--- src/rtl/dbg_brk_pkg.sv ---
package dbg_brk_pkg;
   typedef enum logic [1:0] {
      CLS_PLAIN   = 2'd0,
      CLS_RESTORE = 2'd1,
      CLS_TASKSW  = 2'd2,
      CLS_OTHER   = 2'd3
   } ret_cls_t;
endpackage

--- src/rtl/brk_resume.sv ---
module brk_resume
   import dbg_brk_pkg::*;
(
   input  logic       clk,
   input  logic       rst_n,
   input  logic       rf_ld,
   input  logic       rf_ld_val,
   input  logic       ret_vld,
   input  logic [1:0] ret_cls,
   output logic       rf_q
);
   logic     rf_d;
   ret_cls_t cls;

   assign cls = ret_cls_t'(ret_cls);

   always_comb begin
      rf_d = rf_q;
      if (rf_ld) begin
         rf_d = rf_ld_val;
      end else if (ret_vld) begin
         unique case (cls)
            CLS_RESTORE: rf_d = rf_ld_val;
            CLS_TASKSW:  rf_d = rf_q;
            default:     rf_d = 1'b0;
         endcase
      end
   end

   always_ff @(posedge clk or negedge rst_n) begin
      if (!rst_n) rf_q <= 1'b0;
      else        rf_q <= rf_d;
   end
endmodule

--- src/rtl/brk_cmp_bank.sv ---
module brk_cmp_bank #(
   parameter int NUM_BP = 4,
   parameter int ADDR_W = 32,
   parameter int SEL_W  = 3
) (
   input  logic              clk,
   input  logic              rst_n,
   input  logic              reg_we,
   input  logic [SEL_W-1:0]  reg_sel,
   input  logic [ADDR_W-1:0] reg_wdata,
   input  logic              ist_vld,
   input  logic [ADDR_W-1:0] ist_addr,
   input  logic [NUM_BP-1:0] bp_en,
   output logic [NUM_BP-1:0] hits
);
   for (genvar i = 0; i < NUM_BP; i++) begin : g_bp
      logic [ADDR_W-1:0] addr_q;

      always_ff @(posedge clk or negedge rst_n) begin
         if (!rst_n)
            addr_q <= '0;
         else if (reg_we && reg_sel == SEL_W'(i))
            addr_q <= reg_wdata;
      end

      assign hits[i] = ist_vld && bp_en[i] && (ist_addr == addr_q);
   end
endmodule

--- src/rtl/brk_status.sv ---
module brk_status #(
   parameter int NUM_BP = 4,
   parameter int ADDR_W = 32,
   parameter int SEL_W  = 3
) (
   input  logic              clk,
   input  logic              rst_n,
   input  logic              reg_we,
   input  logic [SEL_W-1:0]  reg_sel,
   input  logic [ADDR_W-1:0] reg_wdata,
   input  logic [NUM_BP-1:0] hits,
   input  logic              rf_q,
   output logic [NUM_BP-1:0] bp_en,
   output logic [NUM_BP-1:0] status_q,
   output logic              fault_q
);
   localparam logic [SEL_W-1:0] SEL_CTRL = SEL_W'(NUM_BP);
   localparam logic [SEL_W-1:0] SEL_STAT = SEL_W'(NUM_BP + 1);

   logic              ctrl_wr;
   logic              stat_wr;
   logic [NUM_BP-1:0] stat_base;

   assign ctrl_wr   = reg_we && (reg_sel == SEL_CTRL);
   assign stat_wr   = reg_we && (reg_sel == SEL_STAT);
   assign stat_base = stat_wr ? reg_wdata[NUM_BP-1:0] : status_q;

   always_ff @(posedge clk or negedge rst_n) begin
      if (!rst_n) begin
         bp_en    <= '0;
         status_q <= '0;
         fault_q  <= 1'b0;
      end else begin
         if (ctrl_wr) bp_en <= reg_wdata[NUM_BP-1:0];
         status_q <= stat_base | hits;
         fault_q  <= (|hits) && !rf_q;
      end
   end
endmodule

--- src/rtl/dbg_brk_unit.sv ---
module dbg_brk_unit #(
   parameter int NUM_BP = 4,
   parameter int ADDR_W = 32,
   localparam int SEL_W = $clog2(NUM_BP + 2)
) (
   input  logic              clk,
   input  logic              rst_n,
   input  logic              reg_we,
   input  logic [SEL_W-1:0]  reg_sel,
   input  logic [ADDR_W-1:0] reg_wdata,
   input  logic              ist_vld,
   input  logic [ADDR_W-1:0] ist_addr,
   input  logic              ret_vld,
   input  logic [1:0]        ret_cls,
   input  logic              rf_ld,
   input  logic              rf_ld_val,
   output logic              dbg_fault,
   output logic [NUM_BP-1:0] dbg_status
);
   if (NUM_BP < 1 || NUM_BP > 16) begin : g_bad_num
      $error("NUM_BP must lie in 1..16");
   end
   if (ADDR_W < NUM_BP) begin : g_bad_width
      $error("ADDR_W must be at least NUM_BP");
   end

   logic [NUM_BP-1:0] hits;
   logic [NUM_BP-1:0] bp_en;
   logic              rf_q;

   brk_cmp_bank #(.NUM_BP(NUM_BP), .ADDR_W(ADDR_W), .SEL_W(SEL_W)) u_cmp (
      .clk       (clk),
      .rst_n     (rst_n),
      .reg_we    (reg_we),
      .reg_sel   (reg_sel),
      .reg_wdata (reg_wdata),
      .ist_vld   (ist_vld),
      .ist_addr  (ist_addr),
      .bp_en     (bp_en),
      .hits      (hits)
   );

   brk_status #(.NUM_BP(NUM_BP), .ADDR_W(ADDR_W), .SEL_W(SEL_W)) u_stat (
      .clk       (clk),
      .rst_n     (rst_n),
      .reg_we    (reg_we),
      .reg_sel   (reg_sel),
      .reg_wdata (reg_wdata),
      .hits      (hits),
      .rf_q      (rf_q),
      .bp_en     (bp_en),
      .status_q  (dbg_status),
      .fault_q   (dbg_fault)
   );

   brk_resume u_rf (
      .clk       (clk),
      .rst_n     (rst_n),
      .rf_ld     (rf_ld),
      .rf_ld_val (rf_ld_val),
      .ret_vld   (ret_vld),
      .ret_cls   (ret_cls),
      .rf_q      (rf_q)
   );
endmodule

--- config.mk ---
export PLATFORM = sky130hd
export DESIGN_NAME = dbg_brk_unit
export DESIGN_NICKNAME = d
export VERILOG_FILES = /design/src/rtl/dbg_brk_pkg.sv /design/src/rtl/brk_resume.sv /design/src/rtl/brk_cmp_bank.sv /design/src/rtl/brk_status.sv /design/src/rtl/dbg_brk_unit.sv
export SDC_FILE = /design/constraint.sdc
export NUM_CORES = 1
export LEC_CHECK = 0
export BUFFER_PORTS_ARGS = -buffer_cell sky130_fd_sc_hd__buf_2
export CORE_MARGIN = 1.5
export CORE_UTILIZATION = 55
export CTS_BUF_LIST = sky130_fd_sc_hd__clkbuf_8
export CTS_CLUSTER_SIZE = 20
export DETAILED_ROUTE_END_ITERATION = 8
export GPL_TIMING_DRIVEN = 0
export PLACE_DENSITY = 0.87
export SLEW_MARGIN = 0
export SYNTH_ARGS = -nofsm -noshare
export SYNTH_HDL_FRONTEND = slang
export SYNTH_SLANG_ARGS = --single-unit
--- constraint.sdc ---
create_clock -name clk -period 1.6 [get_ports clk]
set_input_delay 0.32 -clock clk [delete_from_list [all_inputs] [get_ports clk]]
set_output_delay 0.32 -clock clk [all_outputs]
set_load 0.01 [all_outputs]
# Yosys cells after proc, flatten, opt, wreduce, memory -nomap -nowiden
# Cells that the tools add are included.
totals:
  reg_bits: 138
  output_inout_bits: 5
  word_cells: 45
op_classes:
  n_eq_ne: 12
  mux: 4
  n_reduce_logical: 20
  bitwise: 1
op_table:
  columns: ["cell", "count"]
  rows:
  - ["equality test 32 bit", 4]
  - ["logical AND 1 bit", 15]
  - ["equality test 3 x 2 -> 1 bit, second input constant", 2]
  - ["equality test 3 bit, second input constant", 2]
  - ["two-way mux 4 bit", 1]
  - ["OR 4 bit", 1]
  - ["OR reduction 4 bit", 1]
  - ["equality test 3 x 1 -> 1 bit, second input constant", 1]
  - ["zero test 3 bit", 1]
  - ["equality test 2 x 1 -> 1 bit, second input constant", 1]
  - ["equality test 2 bit, second input constant", 1]
  - ["two-way mux 1 bit", 2]
  - ["inequality test 2 bit, second input constant", 1]
  - ["case mux 1 bit (2 select lines)", 1]
  - ["AND reduction 2 bit", 1]
  - ["nonzero test 2 bit", 1]
  - ["zero test 1 bit", 1]

# Longest topological paths before layout
logic_depth:
  word_depth: 4
  depth_mapped: 6
  depth_no_buf: 5

# Hierarchy
# A second synthesis with hierarchy kept.
hier_totals:
  cells_unflattened: 486
  area_unflattened_um2: 6670.1
modules_own_cells:
  columns: ["mod", "cells_per_inst", "area_per_inst_um2", "n_inst"]
  rows:
  - ["brk_cmp_bank", 450, 6231.0, 1]
  - ["brk_status", 30, 382.9, 1]
  - ["brk_resume", 6, 56.3, 1]

# Worst setup path before layout
# Ideal clock, no wire load.
synth_timing:
  kind: "input -> register"
  startpoint: "in reg_sel[0]"
  endpoint: "reg u_cmp.g_bp[0].addr_q[10]"
  path_slack_ns: 0.134
  setup_time_ns: 0.125
  arrival_ns: 1.341
  path_stages: 4
  cell_sequence: "buf_6 nor4b_4 buf_6 mux2_2"
synth_via:
  elab_chain_cells: 2
synth_rtl:
  columns: ["element", "line", "source"]
  rows:
  - ["start, declared", "dbg_brk_unit.sv:9", "input logic [SEL_W-1:0] reg_sel,"]
  - ["zero test 3 bit", "brk_cmp_bank.sv:22", "else if (reg_we && reg_sel == SEL_W'(i))"]
  - ["logical AND 1 bit", "brk_cmp_bank.sv:22", null]
  - ["end signal, assigned", "brk_cmp_bank.sv:23", "addr_q <= reg_wdata;"]
  - ["end, declared", "brk_cmp_bank.sv:17", "logic [ADDR_W-1:0] addr_q;"]
# Every way passes these cells.
# A chain may end at the register's enable or synchronous reset.

# Final worst setup path
layout_timing:
  startpoint: "reg u_cmp.g_bp[0].addr_q[18]"
  endpoint: "reg u_stat.fault_q"
layout_via:
  elab_chain_cells: 4
layout_rtl:
  columns: ["element", "line", "source"]
  rows:
  - ["equality test 32 bit", "brk_cmp_bank.sv:26", "assign hits[i] = ist_vld && bp_en[i] && (ist_addr == addr_q);"]
  - ["logical AND 1 bit", "brk_cmp_bank.sv:26", null]
  - ["OR reduction 4 bit", "brk_status.sv:36", "fault_q <= (|hits) && !rf_q;"]
  - ["logical AND 1 bit", "brk_status.sv:36", null]
  - ["end signal, assigned", "brk_status.sv:36", null]
  - ["end, declared", "brk_status.sv:15", "output logic fault_q"]
# Every way passes these cells.

==> out/metrics.cfg <==
[sta]
clock.fmax_ghz = 0.595
hold_viol = 0
min_period_ps = 1680
layout_setup_ws_ps = -81.5
rsz0062_at_grt = yes
worst_pin_slew_ps = 606
slew_violations = 0
min_period_over_period_pct = 105
slew_headroom_pct = 59.3
worst_hold_slack_ps = 92.6
finClkSkew_ps = 7.73
tns_ps = -81.5
setup_violations = 1

[layout]
fillerInstances = 867
multi_input_area_mm2 = 0.00325
synthToLayoutAreaGrowth_pct = 16.7
design_area_mm2 = 0.00794
layout_commonest_cell = dfrtp_1
layout_common_cells = dfrtp_1, mux2_2, xnor2_1
antennaDiodeCount = 0
nets = 659
utilization_pct = 65.8
regArea_mm2 = 0.00345
drive_gt1_share_pct = 45.5

[floorplanning]
core-area_mm2 = 0.0121
dieArea_mm2 = 0.0131
num_rows = 40
top_level_ports = 81
die_y_um = 114
start_util_pct = 56.4
die-width_um = 114

[job]
max-cap-violations = 0

[grt]
overflow = 0
grt_max_degree = 89
track_usage_pct = 27.1
grt_pass1_vias = 4751
antenna_found_initial = 0
grt_pass1_wl_um = 25600

[clocking]
cts-htree-levels = 4
clock-sinks = 138
clkTransAtPathRegs_ps = 70
cts_tree = yes
clock_path_buffers = 2
cts_root_buffer = clkbuf_8
insertion_delay_ps = 440
cts_buffers = 17

[setup_path]
critical_path_class = register to register
endpoint_kind = register
cp-start-kind = register
arrival_ps = 2050
worstPathRequired_ps = 1970
cp_max_fo = 2

[yosys]
synthFlopType = dfrtp_1
synth_edf_count = 0
synth_warnings = 0
synthCells = 505
avgSynthCellArea_um2 = 13.5
ys_seq_area_share_pct = 50.7
synth_seq_cells = 138
ys_types = 25
synthesis.area_mm2 = 0.00681
syn-num-nets = 581
synthArstFlopShare_pct = 100

[placed_design]
gp_congestion = 0.951
dp_slack_ps = -254
dp_hpwl_um = 12100
port_buffers = 56
placed_area_mm2 = 0.00733

[worst_hold_path]
hold_class = primary input to register

[route]
first_pass_iters = 4
antenna_left = 0
drc_errors = 0
viasPerCell = 5.68
drt-total-wl_um = 16500
vias = 4326
drt_iter0_markers = 297
post_drt_wl_per_cell_um = 21.7

[power_and_ir_drop]
p_leak_nw = 3.33
powerDensity_mw_per_mm2 = 1280
ir_drop_v = 0.000529

[run_status]
status = finished, violations left
violations = negative setup slack

==> logic make-up after synthesis <==
| group | after synthesis | share of synthesized area [%] |
|---|---|---|
| compound gates | 4 | 0.588 |
| xor+xnor | 128 | 16.5 |
| buf+inv | 40 | 4.30 |
| flops | 138 | 50.7 |
| mux | 136 | 22.4 |
| simple gates | 59 | 5.48 |
==> worst paths after layout <==
| check | startpoint | endpoint | slack [ps] | cells after the start |
|---|---|---|---|---|
| worst max-delay path | u_cmp.g_bp[0].addr_q[18] | u_stat.fault_q | -80 | 5 |
| worst min-delay path | rf_ld_val | u_rf.rf_q | 90 | 2 |
| worst max register to register | u_cmp.g_bp[0].addr_q[18] | u_stat.fault_q | -80 | 5 |
| worst min register to register | u_rf.rf_q | u_stat.fault_q | 470 | 1 |
| max in group asynchronous | rst_n | u_cmp.g_bp[3].addr_q[6] | 420 | 3 |
| min in group asynchronous | rst_n | u_cmp.g_bp[3].addr_q[4] | 400 | 2 |
==> timing repair <==
item | 4_1_cts | 5_1_grt
setup buffers | 1 | 0
hold buffers | 1 | 0
hold endpoints to repair | 50 | 0
setup endpoints to repair | 2 | 2
resized for setup | 15 | 12
pin swaps | 9 | 8
==> metal layers <==
metal	wire length, um	vias up	global-route usage (%)
met5	0	-	0
met4	884	0	15.1
met3	1200	51	6.78
met2	8000	169	44.3
met1	6430	2204	33.2
li1	-	1902	-
==> critical path: stages, from the launching register on <==
cell,delay [ps]
dfrtp_1,400
xnor2_1,190
nand4_1,150
nor4_1,440
nand3_2,210
a41oi_2,220
==> state kept, by name (all words and copies together), names as in the netlist <==
| name | flops |
|---|---|
| u_cmp.g_bp.addr_q | 128 |
| u_rf.rf_q | 1 |
| u_stat.fault_q | 1 |
| u_stat.status_q | 4 |
| u_stat.bp_en | 4 |
==> layout make-up <==
cell class	instances	area share, %
sequential	138	43.5
inverter	2	0.0945
clock inverter	12	2.00
tap	168	2.65
buffer	38	3.59
multi-input combinational	327	40.9
clock buffer	18	3.12
timing repair buffer	59	4.18
==> through the flow <==
step                total power, mW  std cells
detailed placement             7.06        730
CTS                            10.1        762
floorplan                      6.28        505
global placement               6.89        729
global route                   10.6        762
finish                         10.1        762
==> cells in the mapped netlist (all sizes together) (2+ instances only) <==
library cell | count | area, um^2
nand2 | 5 | 18.8
nor4 | 8 | 50.1
inv | 2 | 7.51
xor2 | 12 | 105
xnor2 | 116 | 1020
nand4 | 28 | 175
mux2 | 132 | 1490
nor3 | 5 | 25.0
buf | 28 | 239
mux2i | 4 | 40.0
clkbuf | 10 | 46.3
nand3 | 8 | 40.0
nand4b | 2 | 17.5
dfrtp | 138 | 3450
==> where the power goes <==
part / total [mW] / leakage (nW) / switching, mW / internal, mW
Clock: 2.98 / 0.218 / 1.28 / 1.69
Sequential: 4.82 / 1.66 / 0.567 / 4.25
Combinational: 2.35 / 1.45 / 1.04 / 1.31
Total: 10.1 / 3.33 / 2.89 / 7.26
Note: power is estimated with default switching activity, not from simulation.
